--- src/rtl/tag_edit_pkg.sv ---
package tag_edit_pkg;

  typedef enum logic [1:0] {
    TM_NONE = 2'd0,
    TM_VLAN = 2'd1,
    TM_HTAG = 2'd2,
    TM_BOTH = 2'd3
  } tag_mode_e;

  typedef enum logic [1:0] {
    ST_PASS  = 2'd0,
    ST_INS   = 2'd1,
    ST_HOLD  = 2'd2,
    ST_FLUSH = 2'd3
  } ed_state_e;

  typedef struct packed {
    tag_mode_e mode;
    logic      strip;
    logic      express;
  } cmd_t;

endpackage

--- src/rtl/tag_edit_cfg.sv ---
module tag_edit_cfg
  import tag_edit_pkg::*;
#(
  parameter int unsigned   TPID_W   = 16,
  parameter logic [TPID_W-1:0] TPID_RST = 'h0081
) (
  input  logic              clk_i,
  input  logic              rst_ni,
  input  logic              cmd_we_i,
  input  cmd_t              cmd_i,
  input  logic              frame_start_i,
  input  logic              frame_end_i,
  input  logic              tpid_we_i,
  input  logic [TPID_W-1:0] tpid_i,
  input  logic              strip_evt_i,
  input  logic              stat_clr_i,
  output cmd_t              armed_o,
  output logic [TPID_W-1:0] tpid_o,
  output logic              strip_seen_o
);

  tag_mode_e         mode_q;
  logic              strip_q, express_q, seen_q;
  logic [TPID_W-1:0] tpid_q;

  // one-shot: the write wins over the disarm at frame start
  always_ff @(posedge clk_i or negedge rst_ni) begin
    if (!rst_ni) begin
      mode_q  <= TM_NONE;
      strip_q <= 1'b0;
    end else if (cmd_we_i) begin
      mode_q  <= cmd_i.mode;
      strip_q <= cmd_i.strip;
    end else if (frame_start_i) begin
      mode_q  <= TM_NONE;
      strip_q <= 1'b0;
    end
  end

  always_ff @(posedge clk_i or negedge rst_ni) begin
    if (!rst_ni)          express_q <= 1'b0;
    else if (cmd_we_i)    express_q <= cmd_i.express;
    else if (frame_end_i) express_q <= 1'b0;
  end

  always_ff @(posedge clk_i or negedge rst_ni) begin
    if (!rst_ni)         seen_q <= 1'b0;
    else if (strip_evt_i) seen_q <= 1'b1;
    else if (stat_clr_i)  seen_q <= 1'b0;
  end

  always_ff @(posedge clk_i or negedge rst_ni) begin
    if (!rst_ni)        tpid_q <= TPID_RST;
    else if (tpid_we_i) tpid_q <= tpid_i;
  end

  assign armed_o      = '{mode: mode_q, strip: strip_q, express: express_q};
  assign tpid_o       = tpid_q;
  assign strip_seen_o = seen_q;

endmodule

--- src/rtl/tag_edit_ins.sv ---
module tag_edit_ins
  import tag_edit_pkg::*;
#(
  parameter int unsigned TAG_W = 32,
  parameter int unsigned SEQ_W = 16,
  parameter int unsigned IDX_W = 4
) (
  input  tag_mode_e         mode_i,
  input  logic [TAG_W-1:0]  vlan_i,
  input  logic [TAG_W-1:0]  htag_i,
  input  logic [SEQ_W-1:0]  seq_i,
  input  logic [IDX_W-1:0]  idx_i,
  output logic [7:0]        byte_o,
  output logic [IDX_W-1:0]  len_o
);

  localparam int unsigned TAG_B = TAG_W / 8;
  localparam int unsigned SEQ_B = SEQ_W / 8;
  localparam int unsigned MAX_B = 2 * TAG_B + SEQ_B;

  logic [7:0] pat [MAX_B];

  always_comb begin
    for (int k = 0; k < MAX_B; k++) pat[k] = 8'h00;
    len_o = '0;
    unique case (mode_i)
      TM_VLAN: begin
        for (int k = 0; k < TAG_B; k++) pat[k] = vlan_i[8*k +: 8];
        len_o = IDX_W'(TAG_B);
      end
      TM_HTAG: begin
        for (int k = 0; k < TAG_B; k++) pat[k] = htag_i[8*k +: 8];
        for (int k = 0; k < SEQ_B; k++) pat[TAG_B+k] = seq_i[8*k +: 8];
        len_o = IDX_W'(TAG_B + SEQ_B);
      end
      TM_BOTH: begin
        for (int k = 0; k < TAG_B; k++) pat[k] = vlan_i[8*k +: 8];
        for (int k = 0; k < TAG_B; k++) pat[TAG_B+k] = htag_i[8*k +: 8];
        for (int k = 0; k < SEQ_B; k++) pat[2*TAG_B+k] = seq_i[8*k +: 8];
        len_o = IDX_W'(MAX_B);
      end
      default: len_o = '0;
    endcase
  end

  always_comb begin
    byte_o = 8'h00;
    for (int k = 0; k < MAX_B; k++)
      if (idx_i == IDX_W'(k)) byte_o = pat[k];
  end

endmodule

--- src/rtl/tag_edit_hold.sv ---
module tag_edit_hold #(
  parameter int unsigned DEPTH  = 4,
  parameter int unsigned HEAD_B = 1,
  parameter int unsigned CNT_W  = $clog2(DEPTH + 1)
) (
  input  logic                clk_i,
  input  logic                rst_ni,
  input  logic                push_i,
  input  logic                clr_i,
  input  logic [7:0]          data_i,
  input  logic [CNT_W-1:0]    rd_idx_i,
  output logic [CNT_W-1:0]    cnt_o,
  output logic [7:0]          rd_data_o,
  output logic [HEAD_B*8-1:0] head_o
);

  logic [7:0]       mem_q [DEPTH];
  logic [CNT_W-1:0] cnt_q;

  always_ff @(posedge clk_i or negedge rst_ni) begin
    if (!rst_ni) begin
      cnt_q <= '0;
      for (int k = 0; k < DEPTH; k++) mem_q[k] <= 8'h00;
    end else if (clr_i) begin
      cnt_q <= '0;
    end else if (push_i && cnt_q < CNT_W'(DEPTH)) begin
      for (int k = 0; k < DEPTH; k++)
        if (cnt_q == CNT_W'(k)) mem_q[k] <= data_i;
      cnt_q <= cnt_q + 1'b1;
    end
  end

  always_comb begin
    rd_data_o = 8'h00;
    for (int k = 0; k < DEPTH; k++)
      if (rd_idx_i == CNT_W'(k)) rd_data_o = mem_q[k];
  end

  for (genvar g = 0; g < HEAD_B; g++) begin : g_head
    assign head_o[8*g +: 8] = mem_q[g];
  end

  assign cnt_o = cnt_q;

endmodule

--- src/rtl/tag_edit_top.sv ---
module tag_edit_top
  import tag_edit_pkg::*;
#(
  parameter int unsigned HDR_BYTES = 12,
  parameter int unsigned TAG_W     = 32,
  parameter int unsigned SEQ_W     = 16,
  parameter int unsigned TPID_W    = 16,
  parameter logic [TPID_W-1:0] TPID_RST = 'h0081
) (
  input  logic              clk_i,
  input  logic              rst_ni,
  input  logic [TAG_W-1:0]  vlan_word_i,
  input  logic [TAG_W-1:0]  htag_word_i,
  input  logic [SEQ_W-1:0]  seq_word_i,
  input  logic              cmd_we_i,
  input  logic [1:0]        cmd_mode_i,
  input  logic              cmd_strip_i,
  input  logic              cmd_express_i,
  input  logic              tpid_we_i,
  input  logic [TPID_W-1:0] tpid_i,
  input  logic              stat_clr_i,
  output logic              strip_seen_o,
  output logic              express_o,
  input  logic              in_valid_i,
  input  logic [7:0]        in_data_i,
  input  logic              in_last_i,
  output logic              in_ready_o,
  output logic              out_valid_o,
  output logic [7:0]        out_data_o,
  output logic              out_last_o,
  input  logic              out_ready_i
);

  localparam int unsigned TAG_B   = TAG_W / 8;
  localparam int unsigned SEQ_B   = SEQ_W / 8;
  localparam int unsigned TPID_B  = TPID_W / 8;
  localparam int unsigned INS_MAX = 2 * TAG_B + SEQ_B;
  localparam int unsigned IDX_W   = $clog2(INS_MAX + 1);
  localparam int unsigned HOLD_B  = TAG_B;
  localparam int unsigned HEAD_B  = TPID_B - 1;
  localparam int unsigned CNT_W   = $clog2(HOLD_B + 1);
  localparam int unsigned POS_W   = $clog2(HDR_BYTES + 1);

  ed_state_e          st_q, st_d;
  logic [POS_W-1:0]   pos_q, pos_d;
  logic [IDX_W-1:0]   ins_idx_q, ins_idx_d, ins_len;
  logic [CNT_W-1:0]   fl_idx_q, fl_idx_d, hold_cnt;
  logic               fl_last_q, fl_last_d;
  tag_mode_e          f_mode_q;
  logic               f_strip_q;
  cmd_t               cmd_wr, armed;
  tag_mode_e          armed_mode;
  logic               acc_in, acc_out, frame_start, frame_end;
  logic               strip_evt, hold_push, hold_clr, tpid_hit;
  logic [7:0]         ins_byte, hold_byte;
  logic [HEAD_B*8-1:0] hold_head;
  logic [TPID_W-1:0]  tpid_val;

  assign cmd_wr = '{mode: tag_mode_e'(cmd_mode_i), strip: cmd_strip_i, express: cmd_express_i};

  tag_edit_cfg #(.TPID_W(TPID_W), .TPID_RST(TPID_RST)) u_cfg (
    .clk_i        (clk_i),
    .rst_ni       (rst_ni),
    .cmd_we_i     (cmd_we_i),
    .cmd_i        (cmd_wr),
    .frame_start_i(frame_start),
    .frame_end_i  (frame_end),
    .tpid_we_i    (tpid_we_i),
    .tpid_i       (tpid_i),
    .strip_evt_i  (strip_evt),
    .stat_clr_i   (stat_clr_i),
    .armed_o      (armed),
    .tpid_o       (tpid_val),
    .strip_seen_o (strip_seen_o)
  );

  tag_edit_ins #(.TAG_W(TAG_W), .SEQ_W(SEQ_W), .IDX_W(IDX_W)) u_ins (
    .mode_i(f_mode_q),
    .vlan_i(vlan_word_i),
    .htag_i(htag_word_i),
    .seq_i (seq_word_i),
    .idx_i (ins_idx_q),
    .byte_o(ins_byte),
    .len_o (ins_len)
  );

  tag_edit_hold #(.DEPTH(HOLD_B), .HEAD_B(HEAD_B), .CNT_W(CNT_W)) u_hold (
    .clk_i    (clk_i),
    .rst_ni   (rst_ni),
    .push_i   (hold_push),
    .clr_i    (hold_clr),
    .data_i   (in_data_i),
    .rd_idx_i (fl_idx_q),
    .cnt_o    (hold_cnt),
    .rd_data_o(hold_byte),
    .head_o   (hold_head)
  );

  assign armed_mode  = armed.mode;
  assign express_o   = armed.express;
  assign acc_in      = in_valid_i & in_ready_o;
  assign acc_out     = out_valid_o & out_ready_i;
  assign frame_start = acc_in && (st_q == ST_PASS) && (pos_q == '0);
  assign frame_end   = acc_out && out_last_o;
  // type field: byte 13 is the low byte of the compare value
  assign tpid_hit    = ({in_data_i, hold_head} == tpid_val);

  always_comb begin
    out_valid_o = 1'b0;
    out_data_o  = 8'h00;
    out_last_o  = 1'b0;
    in_ready_o  = 1'b0;
    unique case (st_q)
      ST_PASS: begin
        out_valid_o = in_valid_i;
        out_data_o  = in_data_i;
        out_last_o  = in_last_i;
        in_ready_o  = out_ready_i;
      end
      ST_INS: begin
        out_valid_o = 1'b1;
        out_data_o  = ins_byte;
      end
      ST_HOLD: in_ready_o = 1'b1;
      ST_FLUSH: begin
        out_valid_o = 1'b1;
        out_data_o  = hold_byte;
        out_last_o  = fl_last_q && (fl_idx_q == hold_cnt - CNT_W'(1));
      end
      default: ;
    endcase
  end

  always_comb begin
    st_d      = st_q;
    pos_d     = pos_q;
    ins_idx_d = ins_idx_q;
    fl_idx_d  = fl_idx_q;
    fl_last_d = fl_last_q;
    strip_evt = 1'b0;
    hold_push = 1'b0;
    hold_clr  = 1'b0;
    unique case (st_q)
      ST_PASS: if (acc_in) begin
        if (in_last_i) begin
          pos_d = '0;
        end else if (pos_q == POS_W'(HDR_BYTES - 1)) begin
          pos_d = POS_W'(HDR_BYTES);
          if (ins_len != '0) begin
            st_d      = ST_INS;
            ins_idx_d = '0;
          end else if (f_strip_q) begin
            st_d = ST_HOLD;
          end
        end else if (pos_q < POS_W'(HDR_BYTES)) begin
          pos_d = pos_q + 1'b1;
        end
      end
      ST_INS: if (acc_out) begin
        if (ins_idx_q == ins_len - IDX_W'(1)) begin
          ins_idx_d = '0;
          st_d      = f_strip_q ? ST_HOLD : ST_PASS;
        end else begin
          ins_idx_d = ins_idx_q + 1'b1;
        end
      end
      ST_HOLD: if (acc_in) begin
        if (in_last_i) begin
          // frame ended inside the candidate tag: replay it
          hold_push = 1'b1;
          fl_last_d = 1'b1;
          fl_idx_d  = '0;
          pos_d     = '0;
          st_d      = ST_FLUSH;
        end else if (hold_cnt == CNT_W'(TPID_B - 1) && !tpid_hit) begin
          hold_push = 1'b1;
          fl_last_d = 1'b0;
          fl_idx_d  = '0;
          st_d      = ST_FLUSH;
        end else if (hold_cnt == CNT_W'(HOLD_B - 1)) begin
          hold_clr  = 1'b1;
          strip_evt = 1'b1;
          st_d      = ST_PASS;
        end else begin
          hold_push = 1'b1;
        end
      end
      ST_FLUSH: if (acc_out) begin
        if (fl_idx_q == hold_cnt - CNT_W'(1)) begin
          hold_clr = 1'b1;
          fl_idx_d = '0;
          st_d     = ST_PASS;
        end else begin
          fl_idx_d = fl_idx_q + 1'b1;
        end
      end
      default: st_d = ST_PASS;
    endcase
  end

  always_ff @(posedge clk_i or negedge rst_ni) begin
    if (!rst_ni) begin
      st_q      <= ST_PASS;
      pos_q     <= '0;
      ins_idx_q <= '0;
      fl_idx_q  <= '0;
      fl_last_q <= 1'b0;
    end else begin
      st_q      <= st_d;
      pos_q     <= pos_d;
      ins_idx_q <= ins_idx_d;
      fl_idx_q  <= fl_idx_d;
      fl_last_q <= fl_last_d;
    end
  end

  // per-frame snapshot of the armed command
  always_ff @(posedge clk_i or negedge rst_ni) begin
    if (!rst_ni) begin
      f_mode_q  <= TM_NONE;
      f_strip_q <= 1'b0;
    end else if (frame_start) begin
      f_mode_q  <= armed.mode;
      f_strip_q <= armed.strip;
    end
  end

endmodule

--- config.mk ---
export PLATFORM = sky130hd
export DESIGN_NAME = tag_edit_top
export DESIGN_NICKNAME = d
export VERILOG_FILES = /design/src/rtl/tag_edit_pkg.sv /design/src/rtl/tag_edit_cfg.sv /design/src/rtl/tag_edit_ins.sv /design/src/rtl/tag_edit_hold.sv /design/src/rtl/tag_edit_top.sv
export SDC_FILE = /design/constraint.sdc
export NUM_CORES = 1
export LEC_CHECK = 0
export BUFFER_PORTS_ARGS = -buffer_cell sky130_fd_sc_hd__buf_2
export CAP_MARGIN = 20
export CORE_MARGIN = 3
export CORE_UTILIZATION = 50
export DETAILED_ROUTE_END_ITERATION = 10
export GPL_ROUTABILITY_DRIVEN = 0
export PLACE_DENSITY = 0.75
export RECOVER_POWER = 100
export SLEW_MARGIN = 10
export SYNTH_ARGS = -nofsm -noshare
export SYNTH_HDL_FRONTEND = slang
export SYNTH_SLANG_ARGS = --single-unit
export TNS_END_PERCENT = 10
--- constraint.sdc ---
create_clock -name clk_i -period 6 [get_ports clk_i]
set_input_delay 0.3 -clock clk_i [delete_from_list [all_inputs] [get_ports clk_i]]
set_output_delay 0.3 -clock clk_i [all_outputs]
set_load 0.03 [all_outputs]
==> results.md <==
- In this run the remaining antenna-violating nets after routing total 0.
- The share of the clock period used by the worst path is 0.602.
- The area of the mapped netlist is 5870 um2.
- Using the TritonRoute via totals, the vias-per-cell ratio works out to 6.43.
- Yosys mapped the design onto 60 distinct sky130hd cell types.
- The most frequent standard cell in the layout excluding fill and tap cells is sky130_fd_sc_hd__buf_2.
- The floorplan step defined a die boundary enclosing 13,100 um2.
- The clock tree synthesis step divided the H-tree into 3 levels.
- The proportion of synthesized flip-flops having asynchronous set or reset is 1.00.
- The total overflow left after global routing is 0.
- The die is 114 um wide.
- Setup repair after global routing left no endpoint under its margin.
- The core region is 11,200 um2.
- The maximum number of buffers from clock root to sink is 2.
- The clock-pin slew on the worst setup and hold paths is 0.06 ns.
- The startpoint identified for the worst register-to-register timing path is u_hold.cnt_o[0].
- The slew at the pin with the worst max-slew slack is 3.90 ns.
- The worst setup path is of the primary input to async pin kind.
- The synthesized design contains 73 register bits.
- At the end of the flow the core is filled with cells to 0.609.
- Setup violations remaining at the end of the flow were counted as 0.
- Of the synthesized area, sequential elements account for 0.311.
- Of the cells placed in the final design, the portion with a size suffix greater than 1 is 0.256.
- The endpoint class of the critical path is an async pin.
- For this block, the routed nets add up to 17,300 um of wire.
- Entering global routing, the biggest net connects 74 pins.
- The ratio of total power to cell area is 427 nW/um2.
- After detailed routing, the average wire length per cell comes to 18.9 um.
- The peak clock frequency supported by timing is 277 MHz.
- The family of cells with the greatest summed delay on the critical path is buffers and inverters.
- After clock tree synthesis, the setup repair step added 0 buffers.
- Walking the worst path, the cells encountered are buf_2 > clkbuf_1.
- The maximum VDD drop is 0.234 mV.
- The detailed placer's ending HPWL is 12,800 um.
- Post-CTS repair changed the size of 0 cells.
- The relative slew slack is -1.60.
- The initial utilization of the core area, before any placement, comes to 0.526.
- 0 antenna diodes ended up in the layout.
- The worst setup path startpoint is rst_ni.
- The number of buffers added by the clock tree synthesis step is 9.
- The count of standard-cell rows is 38.
- The leakage power figure is 2.92 nW.
- The worst min-delay path category is primary input to flop.
- The number of max-slew violations in the final report came to 74.
- The die height is 114 um.
- The maximum fanout along the worst path is 73.
- The largest stage delay on the critical path is 2.72 ns.
- The arrival time of data at the critical path endpoint is 3.15 ns.
- The post-detailed-route DRC marker count is 0.
- The critical-path cell with the highest stage delay is sky130_fd_sc_hd__clkbuf_1.
- The wire length of the first global-routing pass is 27,900 um.
- At the end of the flow, the number of nets in the layout was 913.
- The top-level I/O count is 129.
- The overall global routing resource usage is 0.262.
- At the worst endpoint, the required time is 5.54 ns.
- The final total negative setup slack is 0 ns.
- The cts-stage hold buffer count is 0.
- Subtracting the final worst setup slack from the clock period gives 3.61 ns.
- The clock arrives with 0.00620 ns of skew.
- After routing the design area is 6810 um2.
- The worst hold path begins at cmd_mode_i[0].
- The number of global-route vias before repair is 5,723.
- During synthesis, Yosys emitted a total of 0 warnings.
- The gate count of the mapped netlist is 678.
- Counting every sink on the clock net gives 73.
- The instance area after placement is 6530 um2.
- Yosys mapped a number of flops with a built-in enable equal to 0.
- The overall power consumption is 2.91 mW.
- The routed layout has 5,889 vias.
- The clock reaches the later pin of the worst-skew pair after 0.33 ns.
- The cell sitting at the root of the clock tree is a sky130_fd_sc_hd__clkbuf_16.
- The checks that failed: capacitance limit, slew limit.
- The type of origin of the critical path is a primary input.
- The max-capacitance violation count is 1.
- The number of nets handed over by synthesis was 820.
- The flow ran to the end, but the final reports show violations.
- The average cell area after synthesis is 8.66 um2.
- The count of endpoints failing hold in the final timing report is 0.
- Among all flip-flop cells after synthesis, the most frequent one is sky130_fd_sc_hd__dfrtp_1.
- TritonCTS built the clock tree.
- The total iterations of the first detailed-routing run is 5.
- The library cells used most frequently in the layout, excluding fill and tap cells, are 114 x sky130_fd_sc_hd__buf_2, 73 x sky130_fd_sc_hd__nand2_1, 71 x sky130_fd_sc_hd__dfrtp_1.
- The worst path buffer plus inverter count is 2.
- During placement, the flow inserted port buffers numbering 128.
- The DRC marker count from the first detailed-route iteration is 636.
- From synthesis to final layout, the design area changed by 15.9%.
- The number of antenna violations at the first check in global routing is 0.
-- registers in the layout, indices dropped and copies added (netlist names), 3 cells and up --
register       count
pos_q              4
fl_idx_q           3
ins_idx_q          4
u_hold.cnt_o       3
u_hold.mem_q      24
u_cfg.tpid_o      16
u_hold.head_o      8
-- stage by stage --
| stage | std cells | hold slack, ns | setup slack [ns] |
|---|---|---|---|
| detailed placement | 900 | 0.484 | 2.80 |
| CTS | 916 | 0.178 | 2.43 |
| global route | 916 | 0.183 | 1.63 |
| global placement | 900 | 0.478 | 2.93 |
| finish | 916 | 0.183 | 2.39 |
| floorplan | 678 | 0.00441 | 3.16 |
-- routing by layer --
metal  part of all wire  GRT usage  vias up
li1                   -          -     2726
met1               0.41      0.338     2811
met2               0.48      0.431      307
met3              0.076     0.0344       45
met4              0.029      0.131        0
met5                  0          0        -
-- path summary, 6_finish.rpt --
| path | depth (start not counted) | slack [ns] | to |
|---|---|---|---|
| hold / removal | 3 | 0.18 | u_cfg.mode_q[0] |
| max in group clk_i | 6 | 2.39 | out_data_o[1] |
| setup reg to reg | 7 | 2.42 | u_hold.head_o[2] |
| setup / recovery | 2 | 2.39 | ins_idx_q[3] |
| hold reg to reg | 1 | 0.50 | u_hold.mem_q[8] |
| min in group asynchronous | 2 | 1.42 | pos_q[2] |
-- cell families after synthesis --
kind of cell    after synthesis  synth area share
fa+ha+maj                    26            0.0554
xor+xnor                     21            0.0341
buf+inv                      80            0.0522
mux                          55             0.105
simple gates                179             0.149
compound gates              244             0.293
flops                        73             0.311
-- synthesized netlist by cell type, types with 16 or more instances --
| cell type | n | area (um2) |
|---|---|---|
| sky130_fd_sc_hd__nand2b_1 | 16 | 100 |
| sky130_fd_sc_hd__a22oi_1 | 24 | 180 |
| sky130_fd_sc_hd__clkbuf_1 | 42 | 158 |
| sky130_fd_sc_hd__mux2_2 | 55 | 619 |
| sky130_fd_sc_hd__a22o_1 | 18 | 158 |
| sky130_fd_sc_hd__xor2_1 | 18 | 158 |
| sky130_fd_sc_hd__ha_1 | 26 | 325 |
| sky130_fd_sc_hd__dfrtp_1 | 71 | 1780 |
| sky130_fd_sc_hd__nor2_1 | 31 | 116 |
| sky130_fd_sc_hd__inv_1 | 30 | 113 |
| sky130_fd_sc_hd__o221ai_1 | 17 | 149 |
| sky130_fd_sc_hd__nand2_1 | 73 | 274 |
| sky130_fd_sc_hd__o21ai_0 | 40 | 200 |
| sky130_fd_sc_hd__a21oi_1 | 58 | 290 |
-- power breakdown --
part	internal, mW	total (mW)	switching [mW]
Sequential	0.632	0.758	0.126
Combinational	0.597	1.57	0.970
Clock	0.376	0.581	0.205
-- final cells by class --
class | instances | area (um2)
Multi-Input combinational cell | 525 | 3710
Fill cell | 1011 | 4370
Tap cell | 140 | 175
Inverter | 30 | 113
Clock inverter | 6 | 90.1
Timing Repair Buffer | 132 | 649
Sequential cell | 73 | 1830
Clock buffer | 10 | 239
(Power assumes the default switching activity.)
